## config.mk

```make
export PLATFORM = sky130hd
export DESIGN_NAME = ptc_time_counter
export DESIGN_NICKNAME = d
export VERILOG_FILES = /design/src/rtl/ptc_pkg.sv /design/src/rtl/ptc_ctrl_regs.sv /design/src/rtl/ptc_phase_acc.sv /design/src/rtl/ptc_time_core.sv /design/src/rtl/ptc_readback.sv /design/src/rtl/ptc_time_counter.sv
export SDC_FILE = /design/constraint.sdc
export NUM_CORES = 1
export LEC_CHECK = 0
export BUFFER_PORTS_ARGS = -buffer_cell sky130_fd_sc_hd__buf_2
export CAP_MARGIN = 20
export CORE_ASPECT_RATIO = 1.1
export CORE_MARGIN = 1.5
export CORE_UTILIZATION = 55
export CTS_BUF_LIST = sky130_fd_sc_hd__clkbuf_4 sky130_fd_sc_hd__clkbuf_8 sky130_fd_sc_hd__clkbuf_16
export CTS_CLUSTER_DIAMETER = 120
export DETAILED_ROUTE_END_ITERATION = 16
export GPL_TIMING_DRIVEN = 0
export PLACE_DENSITY = 0.78
export SKIP_CTS_REPAIR_TIMING = 1
export SLEW_MARGIN = 30
export SYNTH_ARGS = -nofsm -noshare
export SYNTH_HDL_FRONTEND = slang
export SYNTH_SLANG_ARGS = --single-unit
```

## constraint.sdc

```tcl
create_clock -name clk -period 8.3 [get_ports clk]
set_input_delay 1.66 -clock clk [delete_from_list [all_inputs] [get_ports clk]]
set_output_delay 1.66 -clock clk [all_outputs]
set_load 0.005 [all_outputs]
```

## src/rtl/ptc_pkg.sv

```systemverilog
package ptc_pkg;

    localparam int DATA_W     = 32;
    localparam int REG_ADDR_W = 2;

    localparam logic [REG_ADDR_W-1:0] ADDR_CMD    = 2'd0;
    localparam logic [REG_ADDR_W-1:0] ADDR_RATE   = 2'd1;
    localparam logic [REG_ADDR_W-1:0] ADDR_VAL_LO = 2'd2;
    localparam logic [REG_ADDR_W-1:0] ADDR_VAL_HI = 2'd3;

    // command word bit positions (decoded by software, so fixed)
    localparam int B_VALID       = 31;
    localparam int B_SCHED_START = 30;
    localparam int B_SCHED_STOP  = 29;
    localparam int B_PIN_START   = 28;
    localparam int B_PIN_STOP    = 27;
    localparam int B_CLEAR       = 2;
    localparam int B_CORR        = 1;
    localparam int B_ADD         = 0;

    // status word positions
    localparam int S_SCHED = 30;
    localparam int S_CORR  = 1;
    localparam int S_MODE  = 0;

    typedef enum logic {
        MODE_SET = 1'b0,
        MODE_ADD = 1'b1
    } wr_mode_e;

    typedef struct packed {
        logic valid;
        logic sched_start;
        logic sched_stop;
        logic pin_start;
        logic pin_stop;
        logic clear;
        logic corr;
        logic add;
    } cmd_t;

    function automatic cmd_t cmd_decode(input logic [DATA_W-1:0] w);
        cmd_t c;
        c.valid       = w[B_VALID];
        c.sched_start = w[B_SCHED_START];
        c.sched_stop  = w[B_SCHED_STOP];
        c.pin_start   = w[B_PIN_START];
        c.pin_stop    = w[B_PIN_STOP];
        c.clear       = w[B_CLEAR];
        c.corr        = w[B_CORR];
        c.add         = w[B_ADD];
        return c;
    endfunction

    function automatic logic [DATA_W-1:0] rate_clamp(
        input logic [DATA_W-1:0] v,
        input logic [DATA_W-1:0] lo,
        input logic [DATA_W-1:0] hi
    );
        if (v < lo)      return lo;
        else if (v > hi) return hi;
        else             return v;
    endfunction

endpackage

```

## src/rtl/ptc_ctrl_regs.sv

```systemverilog
module ptc_ctrl_regs
    import ptc_pkg::*;
#(
    parameter logic [DATA_W-1:0] RATE_SPAN = 32'h0418_9374
) (
    input  logic                    clk,
    input  logic                    rst,
    input  logic                    wr_en,
    input  logic [REG_ADDR_W-1:0]   wr_addr,
    input  logic [DATA_W-1:0]       wr_data,
    output logic [DATA_W-1:0]       rate_q,
    output wr_mode_e                mode_q,
    output logic                    corr_q,
    output logic                    sched_q,
    output logic                    pin_start_q,
    output logic                    pin_stop_q,
    output logic                    clear_now,
    output logic                    value_wr_now,
    output logic [2*DATA_W-1:0]     value_word
);
    localparam logic [DATA_W-1:0] RATE_NOM = {1'b1, {(DATA_W-1){1'b0}}};
    localparam logic [DATA_W-1:0] RATE_MIN = RATE_NOM - RATE_SPAN;
    localparam logic [DATA_W-1:0] RATE_MAX = RATE_NOM + RATE_SPAN;

    cmd_t              cmd;
    logic              cmd_hit;
    logic [DATA_W-1:0] lo_stage_q;

    always_comb begin
        cmd          = cmd_decode(wr_data);
        cmd_hit      = wr_en && (wr_addr == ADDR_CMD) && cmd.valid;
        clear_now    = cmd_hit && cmd.clear;
        value_wr_now = wr_en && (wr_addr == ADDR_VAL_HI);
        value_word   = {wr_data, lo_stage_q};
    end

    always_ff @(posedge clk) begin
        if (rst) begin
            rate_q      <= RATE_NOM;
            mode_q      <= MODE_SET;
            corr_q      <= 1'b1;
            sched_q     <= 1'b0;
            pin_start_q <= 1'b0;
            pin_stop_q  <= 1'b0;
            lo_stage_q  <= '0;
        end else begin
            pin_start_q <= cmd_hit && cmd.pin_start;
            pin_stop_q  <= cmd_hit && cmd.pin_stop;
            if (cmd_hit) begin
                if (cmd.clear) begin
                    mode_q <= MODE_SET;
                    corr_q <= 1'b1;
                end else begin
                    mode_q <= wr_mode_e'(cmd.add);
                    corr_q <= cmd.corr;
                end
                if (cmd.sched_start) sched_q <= 1'b1;
                if (cmd.sched_stop)  sched_q <= 1'b0;
            end
            if (wr_en && (wr_addr == ADDR_RATE))
                rate_q <= rate_clamp(wr_data, RATE_MIN, RATE_MAX);
            if (wr_en && (wr_addr == ADDR_VAL_LO))
                lo_stage_q <= wr_data;
        end
    end

endmodule

```

## src/rtl/ptc_phase_acc.sv

```systemverilog
module ptc_phase_acc #(
    parameter int RATE_W = 32,
    parameter int FRAC_W = RATE_W - 1,
    localparam int INC_W = RATE_W + 1 - FRAC_W
) (
    input  logic              clk,
    input  logic              rst,
    input  logic              clear,
    input  logic [RATE_W-1:0] rate,
    output logic [INC_W-1:0]  inc
);
    logic [FRAC_W-1:0] phase_q;
    logic [RATE_W:0]   sum;

    always_comb begin
        sum = {{INC_W{1'b0}}, phase_q} + {1'b0, rate};
        inc = sum[RATE_W:FRAC_W];
    end

    always_ff @(posedge clk) begin
        if (rst || clear) phase_q <= '0;
        else              phase_q <= sum[FRAC_W-1:0];
    end

endmodule

```

## src/rtl/ptc_time_core.sv

```systemverilog
module ptc_time_core
    import ptc_pkg::*;
#(
    parameter int CNT_W = 64,
    parameter int INC_W = 2
) (
    input  logic             clk,
    input  logic             rst,
    input  logic             clear,
    input  logic [INC_W-1:0] inc,
    input  logic             value_wr,
    input  wr_mode_e         mode,
    input  logic [CNT_W-1:0] value,
    output logic [CNT_W-1:0] count_q
);
    logic [CNT_W-1:0] step;
    logic [CNT_W-1:0] next;

    always_comb begin
        step = count_q + CNT_W'(inc);
        if (clear)
            next = '0;
        else if (value_wr)
            next = (mode == MODE_ADD) ? (step + value) : value;
        else
            next = step;
    end

    always_ff @(posedge clk) begin
        if (rst) count_q <= '0;
        else     count_q <= next;
    end

endmodule

```

## src/rtl/ptc_readback.sv

```systemverilog
module ptc_readback
    import ptc_pkg::*;
(
    input  logic                  clk,
    input  logic                  rst,
    input  logic                  rd_en,
    input  logic [REG_ADDR_W-1:0] rd_addr,
    input  logic [2*DATA_W-1:0]   count,
    input  logic [DATA_W-1:0]     rate,
    input  logic [DATA_W-1:0]     status,
    output logic [DATA_W-1:0]     rd_data
);
    logic [DATA_W-1:0] snap_hi_q;

    always_ff @(posedge clk) begin
        if (rst) begin
            rd_data   <= '0;
            snap_hi_q <= '0;
        end else if (rd_en) begin
            unique case (rd_addr)
                ADDR_CMD:  rd_data <= status;
                ADDR_RATE: rd_data <= rate;
                ADDR_VAL_LO: begin
                    rd_data   <= count[DATA_W-1:0];
                    snap_hi_q <= count[2*DATA_W-1:DATA_W];
                end
                default:   rd_data <= snap_hi_q;
            endcase
        end
    end

endmodule

```

## src/rtl/ptc_time_counter.sv

```systemverilog
module ptc_time_counter
    import ptc_pkg::*;
#(
    parameter logic [DATA_W-1:0] RATE_SPAN    = 32'h0418_9374,
    parameter int                TICK_NS_LOG2 = 3
) (
    input  logic                  clk,
    input  logic                  rst,
    input  logic                  wr_en,
    input  logic [REG_ADDR_W-1:0] wr_addr,
    input  logic [DATA_W-1:0]     wr_data,
    input  logic                  rd_en,
    input  logic [REG_ADDR_W-1:0] rd_addr,
    output logic [DATA_W-1:0]     rd_data,
    output logic [2*DATA_W-1:0]   time_now,
    output logic [2*DATA_W-1:0]   time_ns,
    output logic                  sched_run,
    output logic                  pin_start,
    output logic                  pin_stop,
    output logic                  corr_ts
);
    localparam int CNT_W  = 2 * DATA_W;
    localparam int FRAC_W = DATA_W - 1;
    localparam int INC_W  = DATA_W + 1 - FRAC_W;

    logic [DATA_W-1:0] rate_q;
    wr_mode_e          mode_q;
    logic              corr_q;
    logic              sched_q;
    logic              clear_now;
    logic              value_wr_now;
    logic [CNT_W-1:0]  value_word;
    logic [INC_W-1:0]  inc;
    logic [CNT_W-1:0]  count_q;
    logic [DATA_W-1:0] status;

    ptc_ctrl_regs #(.RATE_SPAN(RATE_SPAN)) u_regs (
        .clk          (clk),
        .rst          (rst),
        .wr_en        (wr_en),
        .wr_addr      (wr_addr),
        .wr_data      (wr_data),
        .rate_q       (rate_q),
        .mode_q       (mode_q),
        .corr_q       (corr_q),
        .sched_q      (sched_q),
        .pin_start_q  (pin_start),
        .pin_stop_q   (pin_stop),
        .clear_now    (clear_now),
        .value_wr_now (value_wr_now),
        .value_word   (value_word)
    );

    ptc_phase_acc #(.RATE_W(DATA_W), .FRAC_W(FRAC_W)) u_phase (
        .clk   (clk),
        .rst   (rst),
        .clear (clear_now),
        .rate  (rate_q),
        .inc   (inc)
    );

    ptc_time_core #(.CNT_W(CNT_W), .INC_W(INC_W)) u_core (
        .clk      (clk),
        .rst      (rst),
        .clear    (clear_now),
        .inc      (inc),
        .value_wr (value_wr_now),
        .mode     (mode_q),
        .value    (value_word),
        .count_q  (count_q)
    );

    always_comb begin
        status         = '0;
        status[S_SCHED] = sched_q;
        status[S_CORR]  = corr_q;
        status[S_MODE]  = mode_q;
    end

    ptc_readback u_rd (
        .clk     (clk),
        .rst     (rst),
        .rd_en   (rd_en),
        .rd_addr (rd_addr),
        .count   (count_q),
        .rate    (rate_q),
        .status  (status),
        .rd_data (rd_data)
    );

    assign time_now  = count_q;
    assign time_ns   = count_q << TICK_NS_LOG2;
    assign sched_run = sched_q;
    assign corr_ts   = corr_q;

endmodule

```

==> flow_summary.rst, run 1 <==
.. list-table::
   :header-rows: 1

   * - Metric
     - Value
   * - Kind of launch point of the worst setup path
     - flop
   * - Worst setup path startpoint
     - u_regs.rate_q[1]$_SDFFE_PP0P_
   * - Effective utilization at floorplan
     - 55.8%
   * - Area of the die
     - 31000 um^2
   * - Largest family of logic cells by synthesized area
     - compound AO/OA/AOI/OAI gates
   * - Number of cells on the worst reg-to-reg path
     - 30
   * - Most instantiated flip-flop cell in the synthesis netlist
     - sky130_fd_sc_hd__dfxtp_1
   * - Die H
     - 184 um
   * - Synth Cell Area
     - 16500 um^2
   * - Critical path type
     - reg2reg
   * - Headroom to the max-slew limit
     - 23.9%
   * - Adder and majority cell fraction of the synthesized area
     - 7.97%
   * - Fin worst setup slack
     - 292 ps
   * - Antenna violations before repair
     - 2
   * - Post-route clock period utilization
     - 96.5%
   * - Fraction of final layout cells sized beyond drive strength 1
     - 16.7%
   * - Die outline width
     - 168 um
   * - Antenna Nets Post-Route
     - 0
   * - FF+latch count, synth
     - 228
   * - Core region area
     - 29500 um^2
   * - Transition at the pin with the smallest max-transition slack
     - 1140 ps
   * - Vias per cell
     - 6.54
   * - Inst Count DP
     - 2719
   * - Final cell count without fillers
     - 2760
   * - Critical Path Slowest Stage Cell
     - sky130_fd_sc_hd__o31ai_2
   * - Port Buffers
     - 198
   * - Mapped Cells
     - 2145
   * - Most common cell after layout, fill and taps aside
     - sky130_fd_sc_hd__nand2_1
   * - CTS tree
     - done
   * - Final critical-path required period
     - 8010 ps
   * - Grt ovf
     - 0
   * - Number of max-slew violations in the final report
     - 0
   * - Highest ir drop seen on vdd
     - 0.000160 V
   * - # clock sinks
     - 228
   * - Dpl ws
     - -186 ps
   * - Endpoint of the worst-slack reg-to-reg timing path
     - u_core.count_q[63]$_SDFF_PP0_
   * - YS warnings
     - 0
   * - Largest net degree at the start of global routing
     - 14
   * - Area Overhead vs Synth
     - 14.4%
   * - Placer Congestion
     - 1.04
   * - Mux contribution to synthesized area
     - 3.67%
   * - Final count of negative-setup-slack endpoints
     - 0
   * - Part of the power in combinational logic
     - 20.1%
   * - Total wire length after detailed routing
     - 68900 um
   * - Clk pin slew, worst setup/hold paths
     - 60 ps
   * - Simple-gate share of the synthesized area
     - 22.0%
   * - DRC
     - 0
   * - Final hold violations
     - 0
   * - CTS buffer count
     - 25
   * - Final HPWL DP
     - 53400 um
   * - Most frequent cells in the layout
     - sky130_fd_sc_hd__nand2_1, sky130_fd_sc_hd__dfxtp_1, sky130_fd_sc_hd__a21oi_1, sky130_fd_sc_hd__buf_2, sky130_fd_sc_hd__nor2_1
   * - Cell at the root of the clock tree
     - sky130_fd_sc_hd__clkbuf_16
   * - Reported net switching power
     - 915 uW
   * - Via count of the first global-routing pass
     - 16500
   * - Placed inst area
     - 17900 um^2
   * - Proportion of power drawn by the clock network
     - 38.3%
   * - Xor/xnor cell area share of the yosys netlist
     - 6.66%
   * - Hold_sp
     - u_rd.snap_hi_q[11]$_SDFFE_PP0P_
   * - Share of the synthesized area in compound gates (AO/OA/AOI/OAI)
     - 24.9%
   * - Power density over the cells
     - 156 nW/um^2
   * - Sequential share of the synthesized area
     - 27.7%
   * - Worst path max stage delay
     - 560 ps
   * - Launch point of the worst reg-to-reg path
     - u_regs.rate_q[1]$_SDFFE_PP0P_
   * - Setup repair after global routing missed its margin
     - false
   * - Setup skew after layout
     - 11.8 ps
   * - Design Area, Final
     - 18800 um^2
   * - Per-instance average area after synthesis
     - 7.67 um^2
   * - Final layout net count
     - 2514
   * - P_leak
     - 8.08 nW
   * - Sw Share
     - 31.2%
   * - Result of the run
     - finished, final reports clean
   * - Overall Global Routing Usage
     - 43.0%
   * - Most frequent CP cell
     - sky130_fd_sc_hd__ha_1
   * - CP max FO
     - 7
   * - Sort of element at the end of the critical path
     - flop
   * - Core Rows
     - 66
   * - DR vias
     - 18000
   * - CP endpoint
     - u_core.count_q[63]$_SDFF_PP0_
   * - Required time of the worst setup path
     - 8760 ps
   * - Data arrival time of the critical path
     - 8470 ps
   * - Global-route wire length before repair
     - 100000 um
   * - Hold Crit Depth
     - 2
   * - Hold/Removal Path Class
     - reg2reg
   * - Fraction of registers with async set/reset
     - 0%
   * - IO Count
     - 204
   * - First-pass DRT Iterations
     - 6
   * - Insertion delay of the later-clocked pin in the worst-skew pair
     - 530 ps
   * - MaxCap Viol Count
     - 0
   * - WL/cell
     - 25.0 um
   * - Number of DRC markers in iteration 0
     - 2225
   * - Bufs on Longest Clock Path
     - 3
   * - Setup slack of the worst register-to-register path
     - 290 ps
   * - Sequential share of power
     - 41.6%
   * - EDFF count, synth
     - 0
   * - Power Internal
     - 2.02 mW
   * - Level count of the clock H-tree
     - 1
   * - Fmax achieved
     - 0.125 GHz
   * - Unique masters post-synth
     - 85
registers in the layout, indices dropped and copies added, names as in the netlist:
register            flops
u_phase.phase_q        31
u_regs.pin_stop_q       1
u_regs.sched_q          1
u_regs.corr_q           1
u_regs.lo_stage_q      32
u_regs.rate_q          32
u_core.count_q         64
u_rd.snap_hi_q         32
u_rd.rd_data           32
u_regs.pin_start_q      1
u_regs.mode_q           1
cells by family (layout without fill, tap and decap cells):
| kind of cell | Yosys count | count (layout) |
|---|---|---|
| mux | 53 | 53 |
| xor+xnor | 125 | 125 |
| simple gates | 771 | 771 |
| other cells | 1 | 4 |
| fa+ha+maj | 103 | 103 |
| compound gates | 633 | 633 |
| buf+inv | 231 | 469 |
| flops | 228 | 228 |
critical path, delay by kind of cell, from the launching register on:
| kind | cells | cell delay [ps] |
|---|---|---|
| flops | 1 | 440 |
| buf+inv | 2 | 230 |
| simple gates | 10 | 2500 |
| compound gates | 13 | 3460 |
| fa+ha+maj | 4 | 1040 |
| xor+xnor | 1 | 280 |
Yosys cell counts, types with 4 or more instances:
library cell / count / share of area (%)
sky130_fd_sc_hd__a2111oi_0: 6 / 0.32
sky130_fd_sc_hd__nand2_1: 273 / 6.2
sky130_fd_sc_hd__nor3_1: 47 / 1.4
sky130_fd_sc_hd__a211oi_2: 10 / 0.76
sky130_fd_sc_hd__a31oi_1: 20 / 0.76
sky130_fd_sc_hd__buf_4: 65 / 3.0
sky130_fd_sc_hd__clkbuf_1: 93 / 2.1
sky130_fd_sc_hd__and4_1: 16 / 0.85
sky130_fd_sc_hd__o31ai_1: 5 / 0.23
sky130_fd_sc_hd__a21boi_0: 7 / 0.32
sky130_fd_sc_hd__nor3b_1: 8 / 0.37
sky130_fd_sc_hd__nor4_1: 9 / 0.34
sky130_fd_sc_hd__and3_1: 36 / 1.4
sky130_fd_sc_hd__a211oi_1: 60 / 2.7
sky130_fd_sc_hd__a22oi_1: 16 / 0.73
sky130_fd_sc_hd__or3_1: 11 / 0.42
sky130_fd_sc_hd__dfxtp_1: 228 / 28
sky130_fd_sc_hd__nand4_1: 43 / 1.6
sky130_fd_sc_hd__xnor2_1: 75 / 4.0
sky130_fd_sc_hd__buf_1: 12 / 0.27
sky130_fd_sc_hd__o21a_1: 27 / 1.2
sky130_fd_sc_hd__a221oi_1: 16 / 0.85
sky130_fd_sc_hd__o31a_1: 4 / 0.21
sky130_fd_sc_hd__nand2b_1: 16 / 0.61
sky130_fd_sc_hd__inv_1: 43 / 0.98
sky130_fd_sc_hd__or4_1: 5 / 0.23
sky130_fd_sc_hd__a21o_1: 50 / 2.3
sky130_fd_sc_hd__ha_1: 100 / 7.6
sky130_fd_sc_hd__nor2_1: 191 / 4.4
sky130_fd_sc_hd__and2_1: 14 / 0.53
sky130_fd_sc_hd__xor2_1: 50 / 2.7
sky130_fd_sc_hd__buf_2: 13 / 0.40
sky130_fd_sc_hd__o21bai_1: 20 / 0.91
sky130_fd_sc_hd__a21oi_1: 219 / 6.7
sky130_fd_sc_hd__o21ai_1: 6 / 0.18
sky130_fd_sc_hd__o211ai_1: 16 / 0.73
sky130_fd_sc_hd__or2_2: 7 / 0.27
sky130_fd_sc_hd__nand3_1: 60 / 1.8
sky130_fd_sc_hd__o21ai_0: 103 / 3.1
sky130_fd_sc_hd__o22ai_1: 6 / 0.23
sky130_fd_sc_hd__mux2i_1: 21 / 1.3
sky130_fd_sc_hd__nor2b_1: 22 / 0.84
sky130_fd_sc_hd__mux2_2: 29 / 2.0
power groups by stage:
stage          Combinational, mW  Clock, mW  Sequential [mW]
2_1_floorplan              0.368          0             1.21
3_3_place_gp               0.551          0             1.24
3_5_place_dp               0.562          0             1.24
4_1_cts                    0.566       1.11             1.21
5_1_grt                    0.627       1.16             1.22
6_report                   0.589       1.12             1.22
worst min path at each step:
| stage | endpoint | slack, ps |
|---|---|---|
| 2_1_floorplan | u_rd.snap_hi_q[10]$_SDFFE_PP0P_ | 430 |
| 3_3_place_gp | u_rd.snap_hi_q[24]$_SDFFE_PP0P_ | 440 |
| 3_5_place_dp | u_rd.snap_hi_q[13]$_SDFFE_PP0P_ | 440 |
| 4_1_cts | u_rd.snap_hi_q[11]$_SDFFE_PP0P_ | 450 |
| 5_1_grt | u_rd.snap_hi_q[30]$_SDFFE_PP0P_ | 470 |
| 6_report | u_rd.snap_hi_q[11]$_SDFFE_PP0P_ | 450 |
per-layer routing:
metal / global-route usage [%] / routed length, um
met1: 53.7 / 26400
met4: 30.2 / 5500
met5: 0 / 11
met2: 66.4 / 29000
met3: 8.95 / 7920
cell type report:
| class | instances | area [um^2] |
|---|---|---|
| Fill cell | 2716 | 10700 |
| Multi-Input combinational cell | 1688 | 10800 |
| Antenna cell | 1 | 2.50 |
| Clock inverter | 4 | 51.3 |
| Tap cell | 374 | 468 |
| Inverter | 44 | 165 |
| Sequential cell | 228 | 4560 |
| Buffer | 184 | 977 |
| Clock buffer | 37 | 753 |
| Timing Repair Buffer | 200 | 1010 |
per-stage QoR:
stage	util, %	setup TNS (ps)	hold WS [ps]	total power, mW
2_1_floorplan	-	0	433	1.57
3_3_place_gp	60.8	-51.3	439	1.79
3_5_place_dp	60.8	-416	443	1.80
4_1_cts	63.5	-788	452	2.89
5_1_grt	63.8	0	473	3.00
6_report	63.8	0	455	2.93
Power figures use the tool's default switching activity.
==> run 2: changes to the inputs <==
BUFFER_PORTS_ARGS = -buffer_cell sky130_fd_sc_hd__buf_4   (was -buffer_cell sky130_fd_sc_hd__buf_2)
CAP_MARGIN = default   (was 20)
clock period = 8.1 ns   (was 8.3 ns; I/O delays follow)
==> run 2 against run 1 <==
  * Die area did not move
  * Final cell count rose by 0.11%
  * First-iteration DRC count rose by 4.9%
  * Clock-buffer cell count fell by 9
  * Sequential power barely moved
  * Total power rose by 3.4%
  * Clock skew rose by 9.1 ps
  * Final area rose by 2.8%
  * Non-clock buffer count rose by 2
  * Via count rose by 0.60%
  * Largest power group unchanged
==> flow_summary.rst, run 2 (synthesized netlist as in run 1, its figures left out) <==
.. list-table::
   :header-rows: 1

   * - Metric
     - Value
   * - Grt ovf
     - 0
   * - Area Overhead vs Synth
     - 17.6%
   * - Worst setup path startpoint
     - u_regs.rate_q[6]$_SDFFE_PP0P_
   * - Placed inst area
     - 18400 um^2
   * - Number of cells on the worst reg-to-reg path
     - 29
   * - MaxCap Viol Count
     - 0
   * - Endpoint of the worst-slack reg-to-reg timing path
     - u_core.count_q[63]$_SDFF_PP0_
   * - Effective utilization at floorplan
     - 55.8%
   * - Most common cell after layout, fill and taps aside
     - sky130_fd_sc_hd__nand2_1
   * - Worst hold slack
     - 456 ps
   * - Area of the die
     - 31000 um^2
   * - Critical Path Slowest Stage Cell
     - sky130_fd_sc_hd__o31ai_2
   * - Level count of the clock H-tree
     - 1
   * - Largest register FFs
     - 64
   * - Via count of the first global-routing pass
     - 16600
   * - Setup skew after layout
     - 20.9 ps
   * - # clock sinks
     - 228
   * - CTS tree
     - done
   * - Share of the core filled with cells
     - 65.6%
   * - Placer Congestion
     - 1.01
   * - Vias per cell
     - 6.57
   * - DRC
     - 0
   * - Antenna violations before repair
     - 1
   * - CP endpoint
     - u_core.count_q[63]$_SDFF_PP0_
   * - Fraction of final layout cells sized beyond drive strength 1
     - 17.0%
   * - Clk pin slew, worst setup/hold paths
     - 70 ps
   * - Die H
     - 184 um
   * - Kind of launch point of the worst setup path
     - flop
   * - DR vias
     - 18200
   * - Bufs on Longest Clock Path
     - 3
   * - Global-route wire length before repair
     - 99200 um
   * - Post-route clock period utilization
     - 98.1%
   * - WL/cell
     - 24.5 um
   * - Launch point of the worst reg-to-reg path
     - u_regs.rate_q[6]$_SDFFE_PP0P_
   * - Final critical-path required period
     - 7950 ps
   * - Fmax achieved
     - 0.126 GHz
   * - Largest net degree at the start of global routing
     - 15
   * - Port Buffers
     - 198
   * - Core Rows
     - 66
   * - Design Area, Final
     - 19300 um^2
   * - Setup slack of the worst register-to-register path
     - 150 ps
   * - Number of DRC markers in iteration 0
     - 2333
   * - Power density over the cells
     - 157 nW/um^2
   * - Cell at the root of the clock tree
     - sky130_fd_sc_hd__clkbuf_16
   * - Insertion delay of the later-clocked pin in the worst-skew pair
     - 540 ps
   * - IO Count
     - 204
   * - Antenna fix cells
     - 0
   * - Final count of negative-setup-slack endpoints
     - 0
   * - Total wire length after detailed routing
     - 67800 um
   * - Die outline width
     - 168 um
   * - Worst path max stage delay
     - 570 ps
   * - First-pass DRT Iterations
     - 7
   * - Final layout net count
     - 2515
   * - Hold_sp
     - u_rd.snap_hi_q[18]$_SDFFE_PP0P_
   * - Final hold violations
     - 0
   * - CP max FO
     - 7
   * - Data arrival time of the critical path
     - 8400 ps
   * - Register name with the most flops
     - u_core.count_q
   * - Total Neg Setup Slack
     - 0 ps
   * - Antenna Nets Post-Route
     - 0
   * - Highest ir drop seen on vdd
     - 0.000144 V
   * - Overall Global Routing Usage
     - 42.3%
   * - P_leak
     - 8.16 nW
   * - Headroom to the max-slew limit
     - 29.4%
   * - Most frequent cells in the layout
     - sky130_fd_sc_hd__nand2_1, sky130_fd_sc_hd__buf_4, sky130_fd_sc_hd__dfxtp_1, sky130_fd_sc_hd__a21oi_1, sky130_fd_sc_hd__nor2_1
   * - Transition at the pin with the smallest max-transition slack
     - 1060 ps
   * - Hold/Removal Path Class
     - reg2reg
   * - Number of max-slew violations in the final report
     - 0
   * - Final HPWL DP
     - 52300 um
   * - Required time of the worst setup path
     - 8550 ps
   * - Result of the run
     - finished, final reports clean
   * - Hold Crit Depth
     - 2
   * - Critical path type
     - reg2reg
   * - CTS buffer count
     - 24
   * - Sort of element at the end of the critical path
     - flop
   * - Core region area
     - 29500 um^2
[run 2: layer usage]
| metal | wire (um) | GRT usage [%] | vias to the layer above |
|---|---|---|---|
| li1 | - | - | 8132 |
| met1 | 25800 | 53.6 | 8409 |
| met2 | 28700 | 64.9 | 1314 |
| met3 | 7940 | 8.65 | 301 |
| met4 | 5340 | 28.8 | 0 |
| met5 | 0 | 0 | - |
[run 2: cell type report]
type                            instances  area (um^2)
Inverter                               44          165
Buffer                                184          977
Sequential cell                       228         4560
Tap cell                              374          468
Fill cell                            2648        10100
Clock inverter                         15          139
Clock buffer                           28          667
Multi-Input combinational cell       1688        10800
Timing Repair Buffer                  202         1520
[run 2: worst min path at each step]
stage | to | slack (ps)
floorplan | u_rd.snap_hi_q[10]$_SDFFE_PP0P_ | 430
detailed placement | u_rd.snap_hi_q[15]$_SDFFE_PP0P_ | 450
CTS | u_rd.snap_hi_q[23]$_SDFFE_PP0P_ | 460
global placement | u_rd.snap_hi_q[18]$_SDFFE_PP0P_ | 440
finish | u_rd.snap_hi_q[18]$_SDFFE_PP0P_ | 460
global route | u_rd.snap_hi_q[11]$_SDFFE_PP0P_ | 480
[run 2: report_power, final]
group          switching [mW]  internal [mW]  total [mW]
sequential             0.0806           1.17        1.25
clock                   0.495          0.656        1.15
combinational           0.378          0.249       0.627
[run 2: metrics by stage]
| step | instances | power [mW] | setup WS (ps) |
|---|---|---|---|
| 2_1_floorplan | 2147 | 1.61 | 1410 |
| 3_3_place_gp | 2719 | 1.86 | -386 |
| 3_5_place_dp | 2719 | 1.87 | -471 |
| 4_1_cts | 2762 | 2.99 | -482 |
| 5_1_grt | 2763 | 3.11 | -62.8 |
| 6_report | 2763 | 3.03 | 154 |
[run 2: worst max-delay path, delay by kind of cell (launching register included)]
family	cells	cell delay, ps
AO/OA/AOI/OAI	12	3300
AND/OR/NAND/NOR	10	2490
adder cells (fa/ha/maj)	4	1110
flip-flops	1	440
XOR/XNOR	1	290
buffers and inverters	2	220
